File: src/rtl/fdlrx_pkg.sv
package fdlrx_pkg;
  localparam int DEF_BYTE_W    = 8;
  localparam int DEF_STUFF_RUN = 5;
  localparam int DEF_ABORT_RUN = 8;

  typedef struct packed {
    logic dat;
    logic vld;
  } kept_t;
endpackage

File: src/rtl/fdlrx_destuff.sv
module fdlrx_destuff
  import fdlrx_pkg::*;
#(
  parameter int STUFF_RUN = DEF_STUFF_RUN,
  parameter int ABORT_RUN = DEF_ABORT_RUN
) (
  input  logic  clk,
  input  logic  rst,
  input  logic  bit_in,
  input  logic  bit_vld,
  input  logic  destuff_en,
  output kept_t kept_o,
  output logic  abort_o
);
  localparam int RUN_W = $clog2(ABORT_RUN + 1);
  localparam logic [RUN_W-1:0] RUN_MAX  = RUN_W'(ABORT_RUN);
  localparam logic [RUN_W-1:0] RUN_STUF = RUN_W'(STUFF_RUN);
  localparam logic [RUN_W-1:0] RUN_LAST = RUN_W'(ABORT_RUN - 1);

  logic [RUN_W-1:0] run_q;

  // The run counter saturates at the abort length, so an abort fires once per run.
  always_ff @(posedge clk) begin
    if (rst) begin
      run_q   <= '0;
      kept_o  <= '0;
      abort_o <= 1'b0;
    end else begin
      kept_o.vld <= 1'b0;
      abort_o    <= 1'b0;
      if (bit_vld) begin
        if (bit_in) begin
          if (run_q != RUN_MAX) run_q <= run_q + 1'b1;
          abort_o    <= (run_q == RUN_LAST);
          kept_o.dat <= 1'b1;
          kept_o.vld <= 1'b1;
        end else begin
          run_q      <= '0;
          kept_o.dat <= 1'b0;
          kept_o.vld <= !(destuff_en && run_q == RUN_STUF);
        end
      end
    end
  end

  AST_ABORT_ON_ONE: assert property (@(posedge clk) disable iff (rst)
    abort_o |-> $past(bit_vld && bit_in));
  AST_PASS_WHEN_OFF: assert property (@(posedge clk) disable iff (rst)
    (bit_vld && !destuff_en) |=> kept_o.vld);
  AST_IDLE_SILENT: assert property (@(posedge clk) disable iff (rst)
    !bit_vld |=> (!kept_o.vld && !abort_o));
endmodule

File: src/rtl/fdlrx_assemble.sv
module fdlrx_assemble
  import fdlrx_pkg::*;
#(
  parameter int BYTE_W = DEF_BYTE_W
) (
  input  logic              clk,
  input  logic              rst,
  input  kept_t             kept_i,
  output logic [BYTE_W-1:0] byte_o,
  output logic              rdy_o
);
  localparam int CNT_W = (BYTE_W > 1) ? $clog2(BYTE_W) : 1;
  localparam logic [CNT_W-1:0] CNT_LAST = CNT_W'(BYTE_W - 1);

  logic [BYTE_W-1:0] sh_q;
  logic [BYTE_W-1:0] sh_nxt;
  logic [CNT_W-1:0]  cnt_q;

  // New bits enter at the top, so the first bit ends in bit 0.
  always_comb sh_nxt = {kept_i.dat, sh_q[BYTE_W-1:1]};

  always_ff @(posedge clk) begin
    if (rst) begin
      sh_q   <= '0;
      cnt_q  <= '0;
      byte_o <= '0;
      rdy_o  <= 1'b0;
    end else begin
      rdy_o <= 1'b0;
      if (kept_i.vld) begin
        sh_q <= sh_nxt;
        if (cnt_q == CNT_LAST) begin
          cnt_q  <= '0;
          byte_o <= sh_nxt;
          rdy_o  <= 1'b1;
        end else begin
          cnt_q <= cnt_q + 1'b1;
        end
      end
    end
  end

  AST_RDY_FROM_BIT: assert property (@(posedge clk) disable iff (rst)
    rdy_o |-> $past(kept_i.vld));
  AST_RDY_SPACED: assert property (@(posedge clk) disable iff (rst)
    rdy_o |=> !rdy_o);
  AST_BYTE_HELD: assert property (@(posedge clk) disable iff (rst)
    !rdy_o |-> $stable(byte_o));
endmodule

File: src/rtl/fdlrx_match.sv
module fdlrx_match #(
  parameter int BYTE_W = 8
) (
  input  logic              clk,
  input  logic              rst,
  input  logic [BYTE_W-1:0] byte_i,
  input  logic              rdy_i,
  input  logic [BYTE_W-1:0] pat_a,
  input  logic [BYTE_W-1:0] pat_b,
  output logic              match_o
);
  always_ff @(posedge clk) begin
    if (rst) match_o <= 1'b0;
    else     match_o <= rdy_i && ((byte_i == pat_a) || (byte_i == pat_b));
  end

  AST_MATCH_AFTER_RDY: assert property (@(posedge clk) disable iff (rst)
    match_o |-> $past(rdy_i));
  AST_MATCH_PULSE: assert property (@(posedge clk) disable iff (rst)
    match_o |=> !match_o);
endmodule

File: src/rtl/fdl_rx_collector.sv
module fdl_rx_collector
  import fdlrx_pkg::*;
#(
  parameter int BYTE_W    = DEF_BYTE_W,
  parameter int STUFF_RUN = DEF_STUFF_RUN,
  parameter int ABORT_RUN = DEF_ABORT_RUN
) (
  input  logic              clk,
  input  logic              rst,
  input  logic              bit_in,
  input  logic              bit_vld,
  input  logic              destuff_en,
  input  logic [BYTE_W-1:0] match_a,
  input  logic [BYTE_W-1:0] match_b,
  output logic [BYTE_W-1:0] rx_byte,
  output logic              byte_rdy,
  output logic              full_evt,
  output logic              match_evt,
  output logic              abort_evt
);
  kept_t kept;
  logic  rdy;

  fdlrx_destuff #(.STUFF_RUN(STUFF_RUN), .ABORT_RUN(ABORT_RUN)) u_destuff (
    .clk(clk), .rst(rst), .bit_in(bit_in), .bit_vld(bit_vld),
    .destuff_en(destuff_en), .kept_o(kept), .abort_o(abort_evt)
  );

  fdlrx_assemble #(.BYTE_W(BYTE_W)) u_assemble (
    .clk(clk), .rst(rst), .kept_i(kept), .byte_o(rx_byte), .rdy_o(rdy)
  );

  fdlrx_match #(.BYTE_W(BYTE_W)) u_match (
    .clk(clk), .rst(rst), .byte_i(rx_byte), .rdy_i(rdy),
    .pat_a(match_a), .pat_b(match_b), .match_o(match_evt)
  );

  assign byte_rdy = rdy;
  assign full_evt = rdy;

  AST_ABORT_PULSE: assert property (@(posedge clk) disable iff (rst)
    abort_evt |=> !abort_evt);
endmodule

File: config.mk
export PLATFORM = sky130hd
export DESIGN_NAME = fdl_rx_collector
export DESIGN_NICKNAME = d
export VERILOG_FILES = /design/src/rtl/fdlrx_pkg.sv /design/src/rtl/fdlrx_destuff.sv /design/src/rtl/fdlrx_assemble.sv /design/src/rtl/fdlrx_match.sv /design/src/rtl/fdl_rx_collector.sv
export SDC_FILE = /design/constraint.sdc
export NUM_CORES = 1
export LEC_CHECK = 0
export ABC_CLOCK_PERIOD_IN_PS = 1800
export BUFFER_PORTS_ARGS = -buffer_cell sky130_fd_sc_hd__buf_4
export CAP_MARGIN = 25
export CORE_MARGIN = 2
export CORE_UTILIZATION = 35
export CTS_BUF_LIST = sky130_fd_sc_hd__clkbuf_8 sky130_fd_sc_hd__clkbuf_16
export DETAILED_ROUTE_END_ITERATION = 12
export SLEW_MARGIN = 20
export SYNTH_ARGS = -nofsm -noshare
export SYNTH_HDL_FRONTEND = slang
export SYNTH_SLANG_ARGS = --single-unit
File: constraint.sdc
create_clock -name clk -period 1.8 [get_ports clk]
set_clock_uncertainty 0.15 [all_clocks]
set_input_delay 0.36 -clock clk [delete_from_list [all_inputs] [get_ports clk]]
set_output_delay 0.36 -clock clk [all_outputs]
set_load 0.01 [all_outputs]
==> results.py, run 1 <==
metrics = {
    "yosys": {
        "netlist.area_leader.share_pct": 43.6,
        "synthArstFlopShare_pct": 0,
        "yosysTopAreaCell": "dfxtp_1",
        "synth_commonest_cells": "27 x dfxtp_1, 16 x xor2_1, 15 x nand2_1, 15 x nor2_1, 11 x a21oi_1",
        "synth.top_cells.by_area": "dfxtp_1 44%, xor2_1 11%, mux2i_1 8.1%, ha_1 5.0%, nand2_1 4.5%",
        "syn_area_um2": 1240,
        "ys_seq_area_share_pct": 43.6,
        "netlist-cell-type-count": 25,
        "synth_edf_count": 0,
        "yosysWarnings": 0,
        "synth_ff_type": "dfxtp_1",
        "yosysMostFrequentCell": "dfxtp_1",
        "syn_inst": 136,
        "syn_avg_cell_area_um2": 9.12,
        "synth_nets": 162,
        "ys_seq_elements": 27,
    },
    "cts": {
        "clock_tree.buffer_depth": 2,
        "cts.repair.resized": 0,
        "h-tree-depth": 1,
        "clock_sinks": 27,
        "clk_latency_ps": 270,
        "ctsHoldBuffers": 0,
        "postCtsSetupRepairBufs": 0,
        "cts_tree": "done",
        "numCtsBuffers": 3,
        "cts-root-buf": "clkbuf_8",
        "path_clk_slew_ps": 80,
    },
    "detailed_routing": {
        "drc_errors": 0,
        "drt_first_pass_iters": 4,
        "drt_wl_total_um": 2480,
        "detail-route-antenna-nets": 0,
        "post_drt_wl_per_cell_um": 11.6,
        "drtIter0Drc": 47,
        "routed_via_density": 4.77,
        "route.vias.total": 1020,
    },
    "floorplan": {
        "fp-row-count": 21,
        "die_w_um": 63.5,
        "die_h_um": 63.5,
        "fp.dieArea_um2": 4030,
        "core_area_um2": 3360,
        "ios": 33,
        "start_util_pct": 36.9,
    },
    "timing": {
        "fin_crit_ps": 1460,
        "setup_tns_ps": 0,
        "slew-limit-headroom_pct": 81.2,
        "setup_viol": 0,
        "fmax_mhz": 683,
        "hold_viol_final": 0,
        "drv_slew": 0,
        "tightest_slew_ps": 279,
        "fin_crit_sh_pct": 81.3,
        "rsz0062_at_grt": "false",
        "whs_ps": 160,
        "worst_slack_ps": 337,
    },
    "cells_and_area": {
        "fin_cells": 214,
        "syn_to_final_growth_pct": 26.5,
        "n_antenna_cell": 0,
        "n_fill_cell": 353,
        "nets": 195,
        "stdcell_area_um2": 1570,
        "drive_above_1_share_pct": 23.8,
    },
    "placement": {
        "dpl_cell_area_um2": 1520,
        "numPortBuffers": 32,
        "dp_hpwl_um": 1920,
        "dp.cells": 210,
        "place_ws_ps": 331,
        "gp_congestion": 0.752,
    },
    "power_and_ir_drop": {
        "p_leak_nw": 0.683,
        "p_per_area_nw_per_um2": 662,
        "peakVddDrop_v": 0.000319,
    },
    "global_route": {
        "overflow": 0,
        "grtUsageTotal_pct": 13.3,
        "antenna_found_initial": 0,
        "grt_pass1_wl_um": 4340,
        "grt_pass1_vias": 998,
        "grt_max_degree": 28,
    },
    "setup_path": {
        "cp.required_ps": 1860,
        "worst_setup_path_start_kind": "flop",
        "arrival_ps": 1520,
        "cp_slowest_cell": "dfxtp_1",
        "cp-end-kind": "flop",
        "cp_cell_sequence": "inv_1, ha_1, and3b_1, nor2_1, a31oi_1, a21oi_1",
        "slowest_delay_ps": 420,
        "worstPathMaxFanout": 6,
        "worstSetupPathType": "flop to flop",
        "r2r_setup_slack_ps": 340,
    },
    "outcome": {
        "status": "complete, no violations",
    },
    "min_path": {
        "hold_path_class": "input pin to flop",
    },
    "job": {
        "maxCapViolations": 0,
    },
}
-- routing by layer --
metal | wire length, um | vias up | global-route usage (%)
met4 | 21 | 0 | 4.89
met3 | 177 | 2 | 3.75
met1 | 1120 | 461 | 16.1
met2 | 1170 | 32 | 22.5
met5 | 0 | - | 0
li1 | - | 525 | -
-- state kept, by name, indices dropped and copies added, names as in the netlist --
| register | flops |
|---|---|
| u_assemble.byte_o | 8 |
| u_assemble.rdy_o | 1 |
| u_destuff.kept_o | 2 |
| u_match.match_o | 1 |
| u_assemble.cnt_q | 3 |
| u_destuff.run_q | 4 |
| u_destuff.abort_o | 1 |
| u_assemble.sh_q | 7 |
-- cell usage in the layout (no fill, tap or decap), types with 2 or more instances in the layout --
master,n
xor2_1,16
nor2_1,15
nor3_1,3
inv_1,3
nand2b_1,2
ha_1,5
dfxtp_1,27
a31oi_1,2
a21oi_1,11
nor4_1,3
clkbuf_8,3
nand3_1,9
buf_4,35
a22oi_1,2
mux2i_1,10
nand2_1,15
-- final cells by class --
type,count,area (um^2),share of cell area (%)
multi-input combinational,100,656,41.8
tap,46,57.6,3.67
clock inverter,1,3.75,0.239
timing repair buffer,35,263,16.7
sequential,27,541,34.4
clock buffer,3,41.3,2.63
inverter,2,7.51,0.478
-- worst max-delay path: cells and delay by family, from the launching register on --
kind	cells	cell delay (ps)
DFF	1	420
and+or+nand+nor	2	310
adders and majority gates	1	220
AOI/OAI and AO/OA	2	220
buffers and inverters	1	70
-- kinds of logic (layout without fill, tap and decap cells) --
group / Yosys count / after routing / share of synthesized area, %
flops: 27 / 27 / 43.6
compound gates: 16 / 16 / 7.26
xor+xnor: 16 / 16 / 11.3
buf+inv: 9 / 41 / 3.53
fa+ha+maj: 5 / 5 / 5.05
mux: 10 / 10 / 8.07
simple gates: 53 / 53 / 21.2
-- power breakdown --
group | internal (mW) | switching, mW
logic | 0.0528 | 0.0443
clock network | 0.153 | 0.176
registers | 0.604 | 0.00805
-- final timing paths --
| kind | from | to | cells after the start |
|---|---|---|---|
| setup / recovery | u_destuff.run_q[0] | u_destuff.run_q[3] | 6 |
| hold / removal | bit_vld | u_destuff.run_q[2] | 2 |
| setup reg to reg | u_destuff.run_q[0] | u_destuff.run_q[3] | 6 |
| hold reg to reg | u_assemble.sh_q[7] | u_assemble.byte_o[6] | 2 |
-- per-stage QoR --
| stage | power [mW] | utilization [%] |
|---|---|---|
| 6_report | 1.04 | 46.7 |
| 5_1_grt | 1.09 | 46.7 |
| 4_1_cts | 1.06 | 46.7 |
| 3_5_place_dp | 0.725 | 45.3 |
| 3_3_place_gp | 0.721 | 45.3 |
| 2_1_floorplan | 0.675 | - |
Power figures use the tool's default switching activity.
==> inputs of run 2 (changes only) <==
ABC_CLOCK_PERIOD_IN_PS = 1400   (was 1800)
clock period = 1.4 ns   (was 1.8 ns; I/O delays follow)
==> run 2 against run 1 <==
Net effect:
- setup slack lost 260 ps
- combinational power grew 40%
- sequential share of layout area shrank 1.1 points
- sequential cell count is the same
- hold slack lost 76 ps
- die area is the same
- global-route usage shrank 0.70 points
- total power grew 29%
- non-clock buffer count grew 4
- clock-buffer cell count is the same
==> results.py, run 2 (synthesis gave the netlist of run 1 again) <==
metrics = {
    "outcome": {
        "status": "complete, no violations",
    },
    "timing": {
        "tightest_slew_ps": 265,
        "drv_slew": 0,
        "hold_viol_final": 0,
        "setup_viol": 0,
        "slew-limit-headroom_pct": 82.2,
        "rsz0062_at_grt": "true",
        "fin_crit_sh_pct": 94.9,
        "fin_crit_ps": 1330,
        "setup_tns_ps": 0,
        "fmax_mhz": 753,
        "whs_ps": 84.6,
        "worst_slack_ps": 72.0,
    },
    "floorplan": {
        "start_util_pct": 36.9,
        "die_h_um": 63.5,
        "core_area_um2": 3360,
        "fp.dieArea_um2": 4030,
        "die_w_um": 63.5,
        "fp-row-count": 21,
        "ios": 33,
    },
    "placement": {
        "dp.cells": 213,
        "place_ws_ps": -16.7,
        "dp_hpwl_um": 1910,
        "numPortBuffers": 32,
        "gp_congestion": 0.774,
        "dpl_cell_area_um2": 1550,
    },
    "cells_and_area": {
        "final_util_pct": 48.9,
        "n_antenna_cell": 0,
        "syn_to_final_growth_pct": 32.7,
        "largest_reg_flops": 8,
        "n_fill_cell": 330,
        "final_common_cell": "buf_4",
        "nets": 199,
        "final_cell_mix": "39 x buf_4, 23 x dfxtp_1, 15 x xor2_1, 14 x nand2_1, 14 x nor2_1",
        "reg_top3": "u_assemble.byte_o (8), u_assemble.sh_q (7), u_destuff.run_q (4)",
        "fin_cells": 218,
        "drive_above_1_share_pct": 31.4,
        "top_register": "u_assemble.byte_o",
        "stdcell_area_um2": 1650,
    },
    "power_and_ir_drop": {
        "p_per_area_nw_per_um2": 812,
        "finalPower_mw": 1.34,
        "p_leak_nw": 0.716,
        "peakVddDrop_v": 0.000371,
    },
    "min_path": {
        "hold_path_class": "input pin to flop",
        "hold_depth": 2,
        "min_from": "bit_vld",
        "min_to": "u_destuff.run_q[2]",
    },
    "cts": {
        "clock_sinks": 27,
        "cts_tree": "done",
        "ctsHoldBuffers": 0,
        "numCtsBuffers": 3,
        "clock_tree.buffer_depth": 2,
        "cts-root-buf": "clkbuf_8",
        "path_clk_slew_ps": 90,
        "h-tree-depth": 1,
        "clk_latency_ps": 260,
    },
    "setup_path": {
        "regToRegStartpoint": "u_assemble.byte_o[1]",
        "cp-end-kind": "flop",
        "worstSetupPathType": "flop to flop",
        "worst_setup_path_start_kind": "flop",
        "rr_endpoint": "u_match.match_o",
        "arrival_ps": 1380,
        "worstPathMaxFanout": 4,
        "cpLargestDelayFamily": "simple AND/OR/NAND/NOR gates",
        "cp_cell_sequence": "xor2_1, nor4_2, a22oi_1, nor3b_2",
        "cp.required_ps": 1450,
        "slowest_delay_ps": 370,
        "cp_slowest_cell": "dfxtp_1",
        "reg2reg_depth": 4,
        "r2r_setup_slack_ps": 70,
        "worst-path-buf-inv": 0,
    },
    "global_route": {
        "grt_max_degree": 28,
        "overflow": 0,
        "antenna_found_initial": 0,
        "grt_pass1_wl_um": 4180,
        "grt_pass1_vias": 971,
        "grtUsageTotal_pct": 12.6,
    },
    "detailed_routing": {
        "post_drt_wl_per_cell_um": 11.4,
        "detail-route-antenna-nets": 0,
        "drt_first_pass_iters": 4,
        "routed_via_density": 4.67,
        "drt_wl_total_um": 2490,
        "route.vias.total": 1018,
        "drc_errors": 0,
        "drtIter0Drc": 43,
    },
    "job": {
        "maxCapViolations": 0,
    },
}
==> run 2: cell count changes in the layout (fill, tap and decap cells not counted), moves of 2 or more <==
| cell | previous run | this run |
|---|---|---|
| buf_4 | 35 | 39 |
| ha_1 | 5 | 3 |
| dfxtp_1 | 27 | 23 |
| dfxtp_2 | 0 | 3 |
==> run 2: routing by layer <==
metal	track usage, %	vias up	wire, um
met3	2.14	2	133
met4	3.26	0	13
met1	15.5	454	1120
li1	-	532	-
met5	0	-	0
met2	22.6	30	1230
==> run 2: timing repair <==
action	4_1_cts	5_1_grt
setup endpoints to repair	3	12
gates resized for setup	2	10
pin swaps	0	2
setup buffers	0	1
endpoints found under the hold margin	0	0
==> run 2: layout make-up <==
class	instances	area [um^2]	share of cell area, %
inverter	2	7.51	0.456
multi-input combinational	100	694	42.2
clock buffer	3	41.3	2.51
clock inverter	1	3.75	0.228
tap	46	57.6	3.50
timing repair buffer	39	293	17.8
sequential	27	548	33.3
==> run 2: how the worst max path moves through the flow <==
stage,start,end,slack [ps],depth (start not counted)
CTS,u_assemble.cnt_q[0],u_assemble.byte_o[1],5,5
global placement,match_a[2],u_match.match_o,-2,5
floorplan,u_assemble.cnt_q[0],u_assemble.byte_o[1],40,6
finish,u_assemble.byte_o[1],u_match.match_o,70,4
global route,u_assemble.byte_o[7],u_match.match_o,-30,4
detailed placement,match_a[2],u_match.match_o,-20,5
==> run 2: worst reg2reg max path, cell delays in order (launching register included) <==
cell and delay, ps:
dfxtp_1 370, xor2_1 180, nor4_2 280, a22oi_1 140, nor3b_2 160
==> run 2: where the power goes <==
part           switching (mW)  internal, mW  total (mW)
registers             0.00775         0.775       0.783
clock network           0.222         0.196       0.418
logic                  0.0635        0.0726       0.136
total                   0.293          1.04        1.34
==> inputs of run 3 (changes only) <==
PLACE_DENSITY = 0.66   (was not set)
==> run 3 against run 2 <==
Net effect:
- final cell count fell by 1.4%
- combinational power increased by 7%
- die area unchanged
- setup slack lost 39 ps
- register-to-register slack got worse by 40 ps
- first-iteration DRC count decreased by 49%
- total power grew 0.76%
- critical path depth rose by 2
- fmax down 2.8%
- sequential power about the same
==> results.py, run 3 (synthesis gave the netlist of run 1 again) <==
metrics = {
    "outcome": {
        "status": "complete, no violations",
    },
    "setup_path": {
        "worstPathMaxFanout": 4,
        "reg2reg_depth": 6,
        "setup.worst_path.start": "u_destuff.run_q[1]",
        "regToRegStartpoint": "u_destuff.run_q[1]",
        "worstSetupPathType": "flop to flop",
        "worst_setup_path_start_kind": "flop",
        "r2r_setup_slack_ps": 30,
        "cp-end-kind": "flop",
        "rr_endpoint": "u_destuff.run_q[3]",
        "arrival_ps": 1370,
        "cp.required_ps": 1400,
    },
    "cells_and_area": {
        "n_fill_cell": 324,
        "multiInputGateArea_um2": 711,
        "reg_top3": "u_assemble.byte_o (8), u_assemble.sh_q (7), u_destuff.run_q (4)",
        "n_antenna_cell": 0,
        "nets": 196,
        "drive_above_1_share_pct": 32.0,
        "syn_to_final_growth_pct": 33.1,
        "top_register": "u_assemble.byte_o",
        "final_util_pct": 49.1,
        "stdcell_area_um2": 1650,
        "final_cell_mix": "35 x buf_4, 25 x dfxtp_1, 16 x xor2_1, 14 x nor2_1, 13 x nand2_1",
        "largest_reg_flops": 8,
        "seq_area_um2": 546,
        "final_common_cell": "buf_4",
    },
    "timing": {
        "fmax_mhz": 732,
        "tightest_slew_ps": 274,
        "setup_tns_ps": 0,
        "fin_crit_sh_pct": 97.6,
        "whs_ps": 88.9,
        "hold_viol_final": 0,
        "drv_slew": 0,
        "rsz0062_at_grt": "true",
        "worst_slack_ps": 33.4,
        "fin_crit_ps": 1370,
        "slew-limit-headroom_pct": 81.7,
        "setup_viol": 0,
    },
    "detailed_routing": {
        "drtIter0Drc": 22,
        "drt_first_pass_iters": 4,
        "route.vias.total": 1028,
        "detail-route-antenna-nets": 0,
        "routed_via_density": 4.78,
        "drc_errors": 0,
        "drt_wl_total_um": 2610,
        "post_drt_wl_per_cell_um": 12.2,
    },
    "min_path": {
        "min_from": "bit_vld",
        "min_to": "u_destuff.run_q[2]",
        "hold_depth": 2,
        "hold_path_class": "input pin to flop",
    },
    "floorplan": {
        "ios": 33,
        "fp-row-count": 21,
        "die_w_um": 63.5,
        "core_area_um2": 3360,
        "start_util_pct": 36.9,
        "die_h_um": 63.5,
        "fp.dieArea_um2": 4030,
    },
    "cts": {
        "path_clk_slew_ps": 90,
        "clock_sinks": 27,
        "h-tree-depth": 1,
        "postCtsSetupRepairBufs": 0,
        "ctsHoldBuffers": 0,
        "cts-root-buf": "clkbuf_8",
        "numCtsBuffers": 3,
        "clock_tree.buffer_depth": 2,
        "clk_latency_ps": 260,
        "cts_tree": "done",
    },
    "global_route": {
        "top_usage_layer": "met2",
        "antenna_found_initial": 0,
        "grtUsageTotal_pct": 12.9,
        "grt_use_met1_pct": 14.9,
        "use_met3_pct": 2.68,
        "grt_max_degree": 28,
        "use_met2_pct": 23.6,
        "grt_pass1_vias": 1002,
        "overflow": 0,
        "grt_pass1_wl_um": 4290,
    },
    "placement": {
        "numPortBuffers": 32,
        "gp_congestion": 0.793,
        "dp_hpwl_um": 2000,
        "dpl_cell_area_um2": 1550,
        "place_ws_ps": -49.9,
    },
    "power_and_ir_drop": {
        "peakVddDrop_v": 0.000438,
        "p_leak_nw": 0.693,
        "p_per_area_nw_per_um2": 816,
    },
    "job": {
        "maxCapViolations": 0,
    },
}
## run 3: cell count changes in the layout (fill, tap and decap cells not counted), moves of 2 or more
cell / change
dfxtp_1: +2
inv_1: -2
nand2_2: +2
buf_4: -4
dfxtp_2: -2
## run 3: critical path: stages, from the launching register on
cell	delay [ps]
dfxtp_4	370
inv_2	80
ha_4	140
and3b_2	220
nor2_4	40
a31oi_1	180
a21oi_1	80
## run 3: what timing repair did
action	in CTS	in global routing
pin swaps	1	5
gates resized for setup	3	12
setup endpoints to repair	5	13
## run 3: metrics by stage
| step | instances | total power [mW] |
|---|---|---|
| 2_1_floorplan | 136 | 0.868 |
| 3_3_place_gp | 211 | 0.931 |
| 3_5_place_dp | 211 | 0.939 |
| 4_1_cts | 215 | 1.36 |
| 5_1_grt | 215 | 1.41 |
| 6_report | 215 | 1.35 |
## run 3: final cells by class
cell class,instances,share of cell area (%)
multi-input combinational,100,43.1
sequential,27,33.1
timing repair buffer,36,17.1
tap,46,3.49
clock buffer,3,2.50
inverter,2,0.455
clock inverter,1,0.303
## run 3: power by group
group / leakage (nW) / internal (mW) / switching (mW) / total (mW)
Sequential: 0.220 / 0.776 / 0.00715 / 0.783
Clock: 0.0255 / 0.199 / 0.220 / 0.418
Combinational: 0.448 / 0.0770 / 0.0688 / 0.146
## run 3: per-layer routing
layer,up-vias,share of wire (%)
met1,462,47
met5,-,0
met3,2,6.7
met4,0,0.61
li1,530,-
met2,34,45
## run 3: worst max-delay path by stage
stage                           endpoint  slack [ps]
floorplan           u_assemble.byte_o[1]          40
global placement         u_match.match_o         -30
detailed placement       u_match.match_o         -50
CTS                 u_assemble.byte_o[1]           5
global route        u_assemble.byte_o[7]         -20
finish                u_destuff.run_q[3]          30
